### config.mk
export PLATFORM = sky130hd
export DESIGN_NAME = typeb_tag_framer
export DESIGN_NICKNAME = d
export VERILOG_FILES = /design/src/rtl/typeb_tx_pkg.sv /design/src/rtl/typeb_tx_pacer.sv /design/src/rtl/typeb_tx_char.sv /design/src/rtl/typeb_tx_seq.sv /design/src/rtl/typeb_tag_framer.sv
export SDC_FILE = /design/constraint.sdc
export NUM_CORES = 1
export LEC_CHECK = 0
export BUFFER_PORTS_ARGS = -buffer_cell sky130_fd_sc_hd__buf_2
export CELL_PAD_IN_SITES_DETAIL_PLACEMENT = 0
export CELL_PAD_IN_SITES_GLOBAL_PLACEMENT = 2
export CORE_MARGIN = 4
export CORE_UTILIZATION = 37
export DETAILED_ROUTE_END_ITERATION = 6
export PLACE_DENSITY_LB_ADDON = 0.12
export SLEW_MARGIN = 20
export SYNTH_ARGS = -nofsm -noshare
export SYNTH_HDL_FRONTEND = slang
export SYNTH_SLANG_ARGS = --single-unit
export TNS_END_PERCENT = 10
### constraint.sdc
create_clock -name clk -period 4.7 [get_ports clk]
set_input_delay 0.235 -clock clk [delete_from_list [all_inputs] [get_ports clk]]
set_output_delay 0.235 -clock clk [all_outputs]
set_load 0.01 [all_outputs]
### src/rtl/typeb_tx_pkg.sv
package typeb_tx_pkg;
  typedef enum logic [2:0] {
    PH_IDLE,
    PH_PRE,
    PH_SOF_LO,
    PH_SOF_HI,
    PH_FETCH,
    PH_CHAR,
    PH_EOF_LO,
    PH_EOF_HI
  } phase_e;
endpackage

### src/rtl/typeb_tx_pacer.sv
// Issues one tick every DIV clocks while enabled; restarts when disabled.
module typeb_tx_pacer #(
  parameter int DIV = 1
) (
  input  logic clk,
  input  logic rst_n,
  input  logic en_i,
  output logic tick_o
);
  localparam int CW = (DIV > 1) ? $clog2(DIV) : 1;
  localparam logic [CW-1:0] LAST = CW'(DIV - 1);

  logic [CW-1:0] cnt_q;

  always_ff @(posedge clk or negedge rst_n) begin
    if (!rst_n) begin
      cnt_q <= '0;
    end else if (!en_i || cnt_q == LAST) begin
      cnt_q <= '0;
    end else begin
      cnt_q <= cnt_q + 1'b1;
    end
  end

  assign tick_o = en_i && (cnt_q == LAST);
endmodule

### src/rtl/typeb_tx_char.sv
// Character shifter: start bit 0, data LSB first, stop bit 1.
module typeb_tx_char #(
  parameter int DATA_W = 8
) (
  input  logic              clk,
  input  logic              rst_n,
  input  logic              load_i,
  input  logic [DATA_W-1:0] data_i,
  input  logic              shift_i,
  output logic              bit_o
);
  localparam int CW = DATA_W + 2;

  logic [CW-1:0] sh_q;

  always_ff @(posedge clk or negedge rst_n) begin
    if (!rst_n) begin
      sh_q <= '1;
    end else if (load_i) begin
      sh_q <= {1'b1, data_i, 1'b0};
    end else if (shift_i) begin
      sh_q <= {1'b1, sh_q[CW-1:1]};
    end
  end

  assign bit_o = sh_q[0];
endmodule

### src/rtl/typeb_tx_seq.sv
// Frame sequencer: walks the sections, counts samples per bit and bits per section.
module typeb_tx_seq
  import typeb_tx_pkg::*;
#(
  parameter int SPB         = 4,
  parameter int PRE_BITS    = 20,
  parameter int SOF_LO_BITS = 10,
  parameter int SOF_HI_BITS = 2,
  parameter int EOF_LO_BITS = 10,
  parameter int EOF_HI_BITS = 2,
  parameter int CHAR_BITS   = 10
) (
  input  logic clk,
  input  logic rst_n,
  input  logic start_i,
  input  logic empty_i,
  input  logic tick_i,
  input  logic in_valid_i,
  input  logic in_last_i,
  input  logic char_bit_i,
  output logic emit_o,
  output logic in_ready_o,
  output logic load_o,
  output logic shift_o,
  output logic bit_o,
  output logic busy_o,
  output logic done_o
);
  localparam int RW   = (SPB > 1) ? $clog2(SPB) : 1;
  localparam int M1   = (PRE_BITS > CHAR_BITS) ? PRE_BITS : CHAR_BITS;
  localparam int M2   = (SOF_LO_BITS > EOF_LO_BITS) ? SOF_LO_BITS : EOF_LO_BITS;
  localparam int M3   = (SOF_HI_BITS > EOF_HI_BITS) ? SOF_HI_BITS : EOF_HI_BITS;
  localparam int M12  = (M1 > M2) ? M1 : M2;
  localparam int MAXB = (M12 > M3) ? M12 : M3;
  localparam int BW   = $clog2(MAXB + 1);

  phase_e        phase_q, next_ph;
  logic [RW-1:0] rep_q;
  logic [BW-1:0] bit_q;
  logic          empty_q, last_q, done_q;
  logic          bit_end, sect_end;

  function automatic logic [BW-1:0] span(phase_e p);
    case (p)
      PH_PRE:    span = BW'(PRE_BITS - 1);
      PH_SOF_LO: span = BW'(SOF_LO_BITS - 1);
      PH_SOF_HI: span = BW'(SOF_HI_BITS - 1);
      PH_CHAR:   span = BW'(CHAR_BITS - 1);
      PH_EOF_LO: span = BW'(EOF_LO_BITS - 1);
      PH_EOF_HI: span = BW'(EOF_HI_BITS - 1);
      default:   span = '0;
    endcase
  endfunction

  assign bit_end  = tick_i && (rep_q == RW'(SPB - 1));
  assign sect_end = bit_end && (bit_q == span(phase_q));

  always_comb begin
    case (phase_q)
      PH_PRE:    next_ph = PH_SOF_LO;
      PH_SOF_LO: next_ph = PH_SOF_HI;
      PH_SOF_HI: next_ph = empty_q ? PH_EOF_LO : PH_FETCH;
      PH_CHAR:   next_ph = last_q ? PH_EOF_LO : PH_FETCH;
      PH_EOF_LO: next_ph = PH_EOF_HI;
      default:   next_ph = PH_IDLE;
    endcase
  end

  always_ff @(posedge clk or negedge rst_n) begin
    if (!rst_n) begin
      phase_q <= PH_IDLE;
      rep_q   <= '0;
      bit_q   <= '0;
      empty_q <= 1'b0;
      last_q  <= 1'b0;
      done_q  <= 1'b0;
    end else begin
      done_q <= 1'b0;
      case (phase_q)
        PH_IDLE: begin
          if (start_i) begin
            phase_q <= PH_PRE;
            empty_q <= empty_i;
            rep_q   <= '0;
            bit_q   <= '0;
          end
        end
        PH_FETCH: begin
          if (in_valid_i) begin
            phase_q <= PH_CHAR;
            last_q  <= in_last_i;
          end
        end
        default: begin
          if (tick_i) begin
            rep_q <= bit_end ? '0 : rep_q + 1'b1;
            if (sect_end) begin
              bit_q   <= '0;
              phase_q <= next_ph;
              if (phase_q == PH_EOF_HI) done_q <= 1'b1;
            end else if (bit_end) begin
              bit_q <= bit_q + 1'b1;
            end
          end
        end
      endcase
    end
  end

  always_comb begin
    case (phase_q)
      PH_SOF_LO, PH_EOF_LO: bit_o = 1'b0;
      PH_CHAR:              bit_o = char_bit_i;
      default:              bit_o = 1'b1;
    endcase
  end

  assign emit_o     = (phase_q != PH_IDLE) && (phase_q != PH_FETCH);
  assign in_ready_o = (phase_q == PH_FETCH);
  assign load_o     = in_ready_o && in_valid_i;
  assign shift_o    = (phase_q == PH_CHAR) && bit_end;
  assign busy_o     = (phase_q != PH_IDLE);
  assign done_o     = done_q;
endmodule

### src/rtl/typeb_tag_framer.sv
module typeb_tag_framer #(
  parameter int DATA_W      = 8,
  parameter int SPB         = 4,
  parameter int SAMPLE_DIV  = 1,
  parameter int PRE_BITS    = 20,
  parameter int SOF_LO_BITS = 10,
  parameter int SOF_HI_BITS = 2,
  parameter int EOF_LO_BITS = 10,
  parameter int EOF_HI_BITS = 2
) (
  input  logic              clk,
  input  logic              rst_n,
  input  logic              start_i,
  input  logic              empty_i,
  input  logic              in_valid_i,
  input  logic [DATA_W-1:0] in_data_i,
  input  logic              in_last_i,
  output logic              in_ready_o,
  output logic              sample_o,
  output logic              sample_en_o,
  output logic              busy_o,
  output logic              done_o
);
  localparam int CHAR_BITS = DATA_W + 2;

  logic emit, tick, load, shift, char_bit;

  typeb_tx_pacer #(.DIV(SAMPLE_DIV)) u_pacer (
    .clk    (clk),
    .rst_n  (rst_n),
    .en_i   (emit),
    .tick_o (tick)
  );

  typeb_tx_char #(.DATA_W(DATA_W)) u_char (
    .clk     (clk),
    .rst_n   (rst_n),
    .load_i  (load),
    .data_i  (in_data_i),
    .shift_i (shift),
    .bit_o   (char_bit)
  );

  typeb_tx_seq #(
    .SPB(SPB), .PRE_BITS(PRE_BITS), .SOF_LO_BITS(SOF_LO_BITS),
    .SOF_HI_BITS(SOF_HI_BITS), .EOF_LO_BITS(EOF_LO_BITS),
    .EOF_HI_BITS(EOF_HI_BITS), .CHAR_BITS(CHAR_BITS)
  ) u_seq (
    .clk        (clk),
    .rst_n      (rst_n),
    .start_i    (start_i),
    .empty_i    (empty_i),
    .tick_i     (tick),
    .in_valid_i (in_valid_i),
    .in_last_i  (in_last_i),
    .char_bit_i (char_bit),
    .emit_o     (emit),
    .in_ready_o (in_ready_o),
    .load_o     (load),
    .shift_o    (shift),
    .bit_o      (sample_o),
    .busy_o     (busy_o),
    .done_o     (done_o)
  );

  assign sample_en_o = tick;
endmodule

==> impl_metrics.json <==
{
  "status": "finished, final reports clean",
  "p_per_area_nw_per_um2": 315.2,
  "die_h_um": 66.27,
  "synth_top_family_by_area": "simple AND/OR/NAND/NOR gates",
  "relSlewSlack": 0.3946,
  "power_leakage_nw": 0.6157,
  "die_w_um": 66.27,
  "required_ns": 4.92,
  "r2r_slack_ns": 2.55,
  "fin_cells": 196,
  "period_needed_ns": 2.153,
  "finalMaxSlewViolations": 0,
  "end_kind": "flop",
  "syn_inst": 134,
  "async_flop_share": 1.000,
  "rsz0062_at_grt": "no",
  "layout_commonest_cell": "nand2_1",
  "yosysUniqueCellTypes": 39,
  "min_period_over_period": 0.4580,
  "clock_sinks": 23,
  "tightest_slew_ns": 0.9081,
  "synthTopCellsByArea": "dfrtp_1 28%, dfstp_2 19%, nand2_1 6.0%, nand3_1 4.4%, nor2_1 3.6%",
  "whs_ns": 0.1077,
  "worst-setup-path-type": "reg2reg",
  "ys_seq_area_frac": 0.4671,
  "routabilityCongestion": 0.8528,
  "clock.fmax_mhz": 464.5,
  "hold_path.class": "in2reg",
  "synth-simple-area-share": 0.2869,
  "layout-drive-gt1-share": 0.2434,
  "path_cells": "and4b_1 -> a221oi_1 -> nor4_2 -> a41o_1",
  "start_util": 0.3984,
  "crit_family": "compound AO/OA/AOI/OAI gates",
  "numPortBuffers": 18,
  "grt_pass1_wl_mm": 5.002,
  "syn_to_final_growth_pct": 12.65,
  "fin_nets": 169,
  "vias_per_cell": 5.398,
  "drt_iter0_drc": 36,
  "drt_wl_total_mm": 2.835,
  "max_stage_delay_ns": 0.72,
  "vias": 1058,
  "core_area_um2": 3153,
  "synth-seq-cells": 23,
  "cp.buffers_inverters": 0,
  "cp_data_arrival_time_ns": 2.37,
  "dieArea_um2": 4391,
  "ant_nets": 0,
  "grt_max_degree": 24,
  "crit_fanout": 15,
  "cts_htree_levels": 1,
  "irDropWorstVdd_v": 0.0001240,
  "stdcell_area_um2": 1415,
  "synthMuxAreaShare": 0.03386,
  "postSynthNetCount": 150,
  "layout_common_cells": "20 x nand2_1, 18 x buf_2, 14 x dfrtp_1, 12 x nor2_1, 11 x nand3_1",
  "overflow": 0,
  "ctsResizeCount": 0,
  "start_kind": "flop",
  "hold_viol": 0,
  "clockBufferDepth": 2,
  "tritoncts": "built",
  "clock_latency_ns": 0.31,
  "setup_viol": 0,
  "postCtsSetupBuffers": 0,
  "cts_root_buf": "clkbuf_4",
  "fin_util": 0.4488,
  "track_usage": 0.1475,
  "drc_errors": 0,
  "place_area_um2": 1378,
  "yosys.area_share.adder": 0.01992,
  "rows": 20,
  "clock_skew_ns": 0.004932,
  "synth_area_per_cell_um2": 9.375,
  "cts_made_buffers": 3,
  "yosys_warnings": 0,
  "io_pins": 19,
  "syn_area_um2": 1256,
  "dp.cells": 191,
  "synth_compound_area_frac": 0.1504,
  "maxCapViolCount": 0,
  "dp_hpwl_mm": 2.075,
  "antenna_found_initial": 0,
  "synthXorXnorAreaFrac": 0.01394,
  "slowest_stage": "a221oi_1",
  "fin_tns_setup_ns": 0,
  "firstDrtPassIters": 4,
  "synth_ff_type": "dfrtp_1",
  "yosysTopAreaCell": "dfrtp_1",
  "synth_top_cell_area_share": 0.2789,
  "diodes": 0,
  "drt-wirelength-per-cell_um": 14.46,
  "synth-edff-count": 0,
  "cts.reportedPaths.clkPinSlew_ns": 0.13,
  "grt_pass1_vias": 1061
}
==> sequential cells by signal, indices dropped and copies added, names as in the netlist <==
register / flops
u_seq.done_o: 1
u_seq.phase_q: 3
u_seq.rep_q: 2
u_seq.bit_q: 5
u_seq.last_q: 1
u_seq.empty_q: 1
u_pacer.cnt_q: 1
u_char.sh_q: 9
==> final timing paths <==
kind,from,end,cells past startpoint
setup / recovery,u_seq.phase_q[1],u_seq.phase_q[1],4
hold reg to reg,u_char.sh_q[1],u_char.sh_q[0],2
min in group asynchronous,rst_n,u_seq.bit_q[3],2
max in group asynchronous,rst_n,u_char.sh_q[7],2
setup reg to reg,u_seq.phase_q[1],u_seq.phase_q[1],4
hold / removal,in_last_i,u_seq.last_q,3
==> layer usage <==
layer	GRT usage	share of wire	vias to the layer above
li1	-	-	521
met1	0.1836	0.45	508
met2	0.2515	0.50	27
met3	0.02381	0.040	2
met4	0.05838	0.0067	0
met5	0	0	-
==> per-stage QoR <==
stage | setup slack [ns] | total power [mW]
after floorplan | 2.990 | 0.3220
after global placement | 2.572 | 0.3536
after detailed placement | 2.575 | 0.3555
after CTS | 2.558 | 0.4532
after global routing | 2.399 | 0.4856
final | 2.547 | 0.4460
==> synthesized netlist by cell type, types with 2 or more instances <==
library cell,number
o21ai_0,6
nand2_1,20
inv_1,2
ha_1,2
o22ai_1,3
clkbuf_1,3
xor2_1,2
dfrtp_1,14
nor3_1,7
a31oi_1,4
and3_1,2
nor2_1,12
nand2b_1,6
mux2i_1,2
nand3_1,11
o31a_1,3
dfstp_2,9
mux2_2,2
nor3b_1,4
==> final cells by class <==
cell class | instances | area [um2]
Timing Repair Buffer | 19 | 100.1
Tap cell | 44 | 55.05
Clock inverter | 1 | 5.005
Clock buffer | 3 | 22.52
Inverter | 2 | 7.507
Fill cell | 346 | 1738
Multi-Input combinational cell | 104 | 638.1
Sequential cell | 23 | 586.8
==> logic make-up after synthesis <==
| logic type | Yosys count |
|---|---|
| AO/OA/AOI/OAI | 25 |
| XOR/XNOR | 2 |
| adder cells (fa/ha/maj) | 2 |
| buffers and inverters | 7 |
| flip-flops | 23 |
| multiplexers | 4 |
| other | 1 |
| AND/OR/NAND/NOR | 70 |
==> where the power goes <==
part / total (mW) / leakage (nW) / switching [mW] / internal, mW
combinational: 0.104 / 0.338 / 0.0560 / 0.0479
sequential: 0.249 / 0.260 / 0.0276 / 0.221
clock: 0.0932 / 0.0177 / 0.0614 / 0.0318
total: 0.446 / 0.616 / 0.145 / 0.301
==> tightest hold or removal path: cells and delay by family <==
family,cells,cell delay (ns)
buf+inv,1,0.08
simple gates,2,0.08
==> what timing repair did <==
| action | 4_1_cts | 5_1_grt |
|---|---|---|
| hold endpoints to repair | 14 | 0 |
| endpoints found under the setup margin | 0 | 0 |
| hold buffers | 1 | 0 |
No activity file was read; power rests on OpenSTA's default activity.
